<file path="config.mk">
export PLATFORM = sky130hd
export DESIGN_NAME = sar_conv_ctrl
export DESIGN_NICKNAME = d
export VERILOG_FILES = /design/src/rtl/sar_ctrl_pkg.sv /design/src/rtl/sar_approx.sv /design/src/rtl/sar_seq.sv /design/src/rtl/sar_regs.sv /design/src/rtl/sar_conv_ctrl.sv
export SDC_FILE = /design/constraint.sdc
export NUM_CORES = 1
export LEC_CHECK = 0
export ABC_AREA = 0
export BUFFER_PORTS_ARGS = -buffer_cell sky130_fd_sc_hd__buf_2
export CORE_MARGIN = 2
export CORE_UTILIZATION = 47
export CTS_BUF_LIST = sky130_fd_sc_hd__clkbuf_4 sky130_fd_sc_hd__clkbuf_8
export DETAILED_ROUTE_END_ITERATION = 16
export HOLD_SLACK_MARGIN = 0.1
export PLACE_DENSITY = 0.8
export SYNTH_ARGS = -nofsm -noshare
export SYNTH_HDL_FRONTEND = slang
export SYNTH_SLANG_ARGS = --single-unit
</file>
<file path="constraint.sdc">
create_clock -name clk -period 4.25 [get_ports clk]
set_input_delay 0.6375 -clock clk [delete_from_list [all_inputs] [get_ports clk]]
set_output_delay 0.6375 -clock clk [all_outputs]
set_load 0.03 [all_outputs]
</file>
<file path="src/rtl/sar_ctrl_pkg.sv">
package sar_ctrl_pkg;
  typedef enum logic [1:0] {ST_IDLE, ST_WAIT, ST_TRIAL} seq_state_t;

  localparam int unsigned WORD_RESULT  = 0;
  localparam int unsigned WORD_STATUS  = 1;
  localparam int unsigned WORD_CONTROL = 2;
  localparam int unsigned WORD_SETTLE  = 3;

  localparam int unsigned CHAN_W = 3;
  localparam int unsigned DLY_W  = 6;
  localparam int unsigned CB_PWR = 3;
  localparam int unsigned CB_IEN = 5;
  localparam int unsigned CB_IST = 6;
endpackage

</file>
<file path="src/rtl/sar_approx.sv">
module sar_approx #(
  parameter int unsigned RES = 10
) (
  input  logic           clk,
  input  logic           rst,
  input  logic           load,
  input  logic           step,
  input  logic           cmp_in,
  output logic [RES-1:0] trial,
  output logic [RES-1:0] result,
  output logic           last
);
  logic [RES-1:0] mask_q;
  logic [RES-1:0] trial_q;
  localparam logic [RES-1:0] TOP_BIT = {1'b1, {(RES-1){1'b0}}};

  // bit under trial is kept when the input is at or above the trial level
  assign result = cmp_in ? trial_q : (trial_q & ~mask_q);
  assign trial  = trial_q;
  assign last   = mask_q[0];

  always_ff @(posedge clk) begin
    if (rst) begin
      trial_q <= '0;
      mask_q  <= '0;
    end else if (load) begin
      trial_q <= TOP_BIT;
      mask_q  <= TOP_BIT;
    end else if (step) begin
      trial_q <= result | (mask_q >> 1);
      mask_q  <= mask_q >> 1;
    end
  end


  mask_onehot_chk: assert property (@(posedge clk) disable iff (rst)
    $onehot0(mask_q));

  step_has_bit_chk: assert property (@(posedge clk) disable iff (rst)
    step |-> (mask_q != '0));
endmodule

</file>
<file path="src/rtl/sar_seq.sv">
module sar_seq
  import sar_ctrl_pkg::*;
#(
  parameter int unsigned SW = DLY_W
) (
  input  logic          clk,
  input  logic          rst,
  input  logic          start,
  input  logic          abort,
  input  logic          tick,
  input  logic          last,
  input  logic [SW-1:0] settle,
  output logic          busy,
  output logic          load,
  output logic          step,
  output logic          done
);
  seq_state_t    state_q;
  logic [SW-1:0] cnt_q;

  assign busy = (state_q != ST_IDLE);
  assign load = ((state_q == ST_IDLE) && start && (settle == '0)) ||
                ((state_q == ST_WAIT) && tick && !abort && (cnt_q == SW'(1)));
  assign step = (state_q == ST_TRIAL) && tick && !abort;
  assign done = step && last;

  always_ff @(posedge clk) begin
    if (rst) begin
      state_q <= ST_IDLE;
      cnt_q   <= '0;
    end else begin
      case (state_q)
        ST_IDLE: if (start) begin
          cnt_q   <= settle;
          state_q <= (settle == '0) ? ST_TRIAL : ST_WAIT;
        end
        ST_WAIT: if (abort) begin
          state_q <= ST_IDLE;
        end else if (tick) begin
          if (cnt_q == SW'(1)) state_q <= ST_TRIAL;
          cnt_q <= cnt_q - SW'(1);
        end
        ST_TRIAL: if (abort || done) state_q <= ST_IDLE;
        default: state_q <= ST_IDLE;
      endcase
    end
  end


  wait_cnt_chk: assert property (@(posedge clk) disable iff (rst)
    (state_q == ST_WAIT) |-> (cnt_q != '0));

  abort_idle_chk: assert property (@(posedge clk) disable iff (rst)
    (busy && abort) |=> !busy);
endmodule

</file>
<file path="src/rtl/sar_regs.sv">
module sar_regs
  import sar_ctrl_pkg::*;
#(
  parameter int unsigned RES    = 10,
  parameter int unsigned ADDR_W = 4,
  parameter int unsigned DATA_W = 32
) (
  input  logic              clk,
  input  logic              rst,
  input  logic              wr_en,
  input  logic [ADDR_W-1:0] addr,
  input  logic [DATA_W-1:0] wdata,
  input  logic              busy,
  input  logic              conv_done,
  input  logic [RES-1:0]    conv_result,
  output logic [DATA_W-1:0] rdata,
  output logic [CHAN_W-1:0] chan,
  output logic              pwr,
  output logic              ien,
  output logic              ist,
  output logic [DLY_W-1:0]  settle,
  output logic              start,
  output logic              abort
);
  localparam int unsigned WORD_W = ADDR_W - 2;

  logic [WORD_W-1:0] word;
  logic              is_ctrl, is_settle, ctrl_wr, accept;
  logic [RES-1:0]    result_q;
  logic              unused_bits;

  assign word      = addr[ADDR_W-1:2];
  assign is_ctrl   = (word == WORD_W'(WORD_CONTROL));
  assign is_settle = (word == WORD_W'(WORD_SETTLE));
  assign ctrl_wr   = wr_en && is_ctrl;
  assign accept    = ctrl_wr && (!busy || !wdata[CB_PWR]);
  assign start     = accept && wdata[CB_PWR];
  assign abort     = ctrl_wr && busy && !wdata[CB_PWR];
  assign unused_bits = ^{wdata[DATA_W-1:CB_IST+1], wdata[4], addr[1:0]};

  always_ff @(posedge clk) begin
    if (rst) begin
      chan     <= '0;
      pwr      <= 1'b0;
      ien      <= 1'b0;
      ist      <= 1'b0;
      settle   <= '0;
      result_q <= '0;
      rdata    <= '0;
    end else begin
      if (accept) begin
        chan <= wdata[CHAN_W-1:0];
        pwr  <= wdata[CB_PWR];
        ien  <= wdata[CB_IEN];
      end
      if (conv_done)                    ist <= 1'b1;
      else if (accept && !wdata[CB_IST]) ist <= 1'b0;
      if (wr_en && is_settle) settle <= wdata[DLY_W-1:0];
      if (conv_done) result_q <= conv_result;

      rdata <= '0;
      case (word)
        WORD_W'(WORD_RESULT):  rdata[RES-1:0] <= result_q;
        WORD_W'(WORD_STATUS):  rdata[0] <= busy;
        WORD_W'(WORD_CONTROL): begin
          rdata[CHAN_W-1:0] <= chan;
          rdata[CB_PWR]     <= pwr;
          rdata[CB_IEN]     <= ien;
          rdata[CB_IST]     <= ist;
        end
        WORD_W'(WORD_SETTLE):  rdata[DLY_W-1:0] <= settle;
        default: ;
      endcase
    end
  end


  flag_after_busy_chk: assert property (@(posedge clk) disable iff (rst)
    $rose(ist) |-> $past(busy));

  busy_ignore_chk: assert property (@(posedge clk) disable iff (rst)
    (busy && ctrl_wr && wdata[CB_PWR]) |=> ($stable(chan) && $stable(ien)));

  result_hold_chk: assert property (@(posedge clk) disable iff (rst)
    !conv_done |=> $stable(result_q));
endmodule

</file>
<file path="src/rtl/sar_conv_ctrl.sv">
module sar_conv_ctrl
  import sar_ctrl_pkg::*;
#(
  parameter int unsigned RES    = 10,
  parameter int unsigned ADDR_W = 4,
  parameter int unsigned DATA_W = 32
) (
  input  logic              clk,
  input  logic              rst,
  input  logic              reg_wr,
  input  logic [ADDR_W-1:0] reg_addr,
  input  logic [DATA_W-1:0] reg_wdata,
  output logic [DATA_W-1:0] reg_rdata,
  input  logic              conv_tick,
  input  logic              cmp_in,
  output logic [RES-1:0]    dac_code,
  output logic [2:0]        chan_sel,
  output logic              adc_pwr,
  output logic              irq
);
  logic              busy, load, step, done, last, start, abort;
  logic              ien, ist;
  logic [DLY_W-1:0]  settle;
  logic [RES-1:0]    res_bits;

  sar_regs #(.RES(RES), .ADDR_W(ADDR_W), .DATA_W(DATA_W)) u_regs (
    .clk(clk), .rst(rst), .wr_en(reg_wr), .addr(reg_addr), .wdata(reg_wdata),
    .busy(busy), .conv_done(done), .conv_result(res_bits), .rdata(reg_rdata),
    .chan(chan_sel), .pwr(adc_pwr), .ien(ien), .ist(ist), .settle(settle),
    .start(start), .abort(abort)
  );

  sar_seq #(.SW(DLY_W)) u_seq (
    .clk(clk), .rst(rst), .start(start), .abort(abort), .tick(conv_tick),
    .last(last), .settle(settle), .busy(busy), .load(load), .step(step),
    .done(done)
  );

  sar_approx #(.RES(RES)) u_approx (
    .clk(clk), .rst(rst), .load(load), .step(step), .cmp_in(cmp_in),
    .trial(dac_code), .result(res_bits), .last(last)
  );

  assign irq = ist & ien;


  busy_powered_chk: assert property (@(posedge clk) disable iff (rst)
    busy |-> adc_pwr);
endmodule

</file>
==> summary.txt <==
Run status
  • Status: finished clean

Critical path
  • Crit path DAT: 2.40 ns
  • Req. time, crit path: 4.45 ns
  • Reg2reg start: u_seq.state_q[0]
  • FF-to-FF path depth: 4
  • Reg-to-reg endpoint: u_approx.trial[2]
  • CP max FO: 18
  • Element type at the critical path end: flip-flop
  • Flop2flop setup slack: between 2 and 2.5 ns
  • Kind of critical path: in2reg
  • Startpoint types: input port

Global routing
  • Largest net degree at the start of global routing: 42
  • GRT Resource Usage Total: 19.6%
  • Vias in the first global route: 2,083
  • First-pass GRT wire length: 9740 microns
  • Global route total overflow: 0
  • Antenna violations before repair: 0

Worst hold path
  • WHS Endpoint: u_regs.result_q[6]
  • Worst hold path class: reg2reg
  • Worst Hold Launch: u_regs.result_q[6]
  • Hold-critical path depth: 2

Drt
  • Wirelength per Cell: 13.5 microns
  • Met2 Wirelength: 2700 microns
  • DRT Pass-1 Iters: 7
  • Number of remaining DRC errors: 0
  • DR iter-0 viols: ~160
  • DRT antenna net count: 0
  • Top routing layer in use: met4
  • M1 WL: ~2600 microns
  • Routed WL: between 5000 and 6000 microns
  • Met3 wire length: 397 microns
  • Vias/cell: approximately 5.4
  • Via Count: between 2k and 2.5k

STA
  • Fin Setup TNS: 0 ns
  • Setup violators final: 0
  • Hold Vio Cnt, Final: 0
  • Final Cycle Share: between 50% and 60%
  • Fin Clk Skew: 0.00797 ns
  • Slew headroom: between 40% and 50%
  • RSZ-0062 raised after global routing: no
  • Pins over their slew limit: 0
  • Worst slew pin tran: 0.810 ns
  • Final min period: 2.20 ns
  • Fmax: 454 MHz
  • Worst Slack Setup Final: 2.05 ns
  • Worst hold slack: 0.456 ns

Clock network
  • Clk slew on worst S/H paths: 0.07 ns
  • Clk root buf: clkbuf_8
  • Hold-fix buffers, CTS: 0
  • H-tree depth: 3
  • Number of post-CTS setup repair buffers: 0
  • Worst skew pair latency: between 0.3 and 0.4 ns
  • CTS Buffer Depth: 2
  • Clk sinks: 60
  • Number of buffers created by CTS: 9
  • PostCTS Resize Cnt: 0
  • CTS tree: yes

Power
  • Clk pwr share: between 40% and 50%
  • PnR Total Power: between 1 and 1.5 mW
  • Internal power: about 0.83 mW
  • Sw Ratio: 27.5%
  • P_leak: 1.15 nW
  • P per Cell Area: around 380 nW/um^2
  • VDD IR max: ~220 uV
  • Logic pwr share: under 10%
  • Share of power burned in registers: 50.7%
  • P_sw: 0.313 mW

Die
  • Row cnt: 27
  • Die Ht: 79.7 microns
  • Initial Util: 48.7%
  • Die span in x: around 80 microns
  • Core ar.: 5540 sq um
  • Num ports: 88
  • DIE AREA: approximately 6400 sq um

Final layout
  • Utilization after layout: a little over half
  • Commonest non-fill, non-tap cell in the layout: dfxtp_1
  • Fraction of layout cells with a size suffix above 1: 17.1%
  • Commonest non-fill, non-tap cells in the layout: 60 x dfxtp_1, 49 x nand2_1, 46 x a21oi_1
  • Final net count: 399
  • Final std cells w/o fill: 429
  • Area grow syn2layout: 11.1%
  • Ant diodes: 0
  • Final instance area: between 2000 and 3000 sq um

Placed design
  • Place WS: around 1.7 ns
  • HPWL after DPL: 3970 microns
  • GPL Wtd Cong: roughly 0.84
  • Placed insts: approximately 410
  • PortBufs: 38
  • Post-DP Area: 2820 sq um

Synth
  • Yosys cell types: 36
  • Mean Syn Cell Area: ~8.4 sq um
  • Ys async rst share: 0%
  • Mapped Area: roughly 2700 sq um
  • Synth Register Bits: 60
  • Syn Inst Count: between 300 and 400
  • Yosys warnings: 0
  • Register area share after synthesis: 44.5%
  • Prevailing post-synth register cell: dfxtp_1
  • EDFF count, synth: 0

Run
  • Max-cap viol count: 0
## cells in the mapped netlist, types with 3 or more instances
library cell / number / share of area (%)
nor3_1: 8 / 1.5
mux2i_1: 4 / 1.5
nand2b_1: 4 / 0.93
a222oi_1: 4 / 1.5
dfxtp_1: 60 / 45
and2_1: 6 / 1.4
nand2_1: 49 / 6.8
a221oi_1: 4 / 1.3
nor2_1: 12 / 1.7
o21ai_0: 17 / 3.2
buf_4: 23 / 6.4
inv_1: 13 / 1.8
nand3_1: 18 / 3.3
clkbuf_1: 8 / 1.1
o211ai_1: 7 / 1.9
ha_1: 6 / 2.8
a21oi_1: 46 / 8.5
buf_2: 6 / 1.1
nor2b_1: 3 / 0.70
## cells by family (layout without fill, tap and decap cells)
logic type               count (synthesis)  count (layout)  share of synthesized area, %
AO/OA/AOI/OAI                           85              85                          18.7
adder cells (fa/ha/maj)                  6               6                          2.78
buffers and inverters                   52              67                          10.7
flip-flops                              60              60                          44.5
multiplexers                             4               4                          1.48
other                                    1              22                         0.139
AND/OR/NAND/NOR                        113             113                          21.6
## final cells by class
class / instances / area (sq um)
clock inverters: 5 / 36.3
well taps: 72 / 90.1
flip-flops and latches: 60 / 1200
multi-input cells: 230 / 1280
inverters: 13 / 48.8
repair buffers: 38 / 190
fillers: 507 / 2540
clock buffers: 11 / 145
## worst max-delay path by stage
stage | start | cells after the start | slack [ns] | endpoint
final | reg_addr[2] | 7 | 2.05 | u_approx.trial[2]
after global routing | reg_addr[2] | 7 | 1.81 | u_approx.trial[7]
after CTS | reg_addr[2] | 7 | 2.06 | u_approx.mask_q[6]
after detailed placement | reg_addr[2] | 7 | 1.71 | u_approx.mask_q[6]
after global placement | reg_addr[2] | 7 | 1.77 | u_approx.trial[4]
after floorplan | reg_addr[2] | 8 | 2.23 | u_approx.trial[2]
## metal layers
metal	up-vias	GRT usage, %
met4	0	8.98
met2	88	29.6
met5	-	0
met3	11	4.64
met1	1085	26.5
li1	1140	-
## critical path, stage by stage
cell and delay (ns):
buf_2 0.12, inv_1 0.08, ha_1 0.41, and4bb_2 0.32
nand2_1 0.09, o221ai_2 0.63, a21oi_1 0.10
## power by group through the flow
stage,registers [mW],clock network (mW),logic (mW)
global route,0.578,0.499,0.103
CTS,0.577,0.475,0.0936
finish,0.577,0.468,0.0943
detailed placement,0.590,0,0.0933
global placement,0.589,0,0.0916
floorplan,0.592,0,0.0849
## registers in the layout, summed over array words and instances (netlist names)
name and flops:
u_regs.result_q 10, u_seq.cnt_q 6, u_regs.pwr 1, u_regs.rdata 10, u_regs.settle 6, u_regs.ist 1, u_regs.ien 1, u_regs.chan 3
u_approx.mask_q 10, u_approx.trial 10, u_seq.state_q 2
Note: power is estimated with default switching activity, not from simulation.
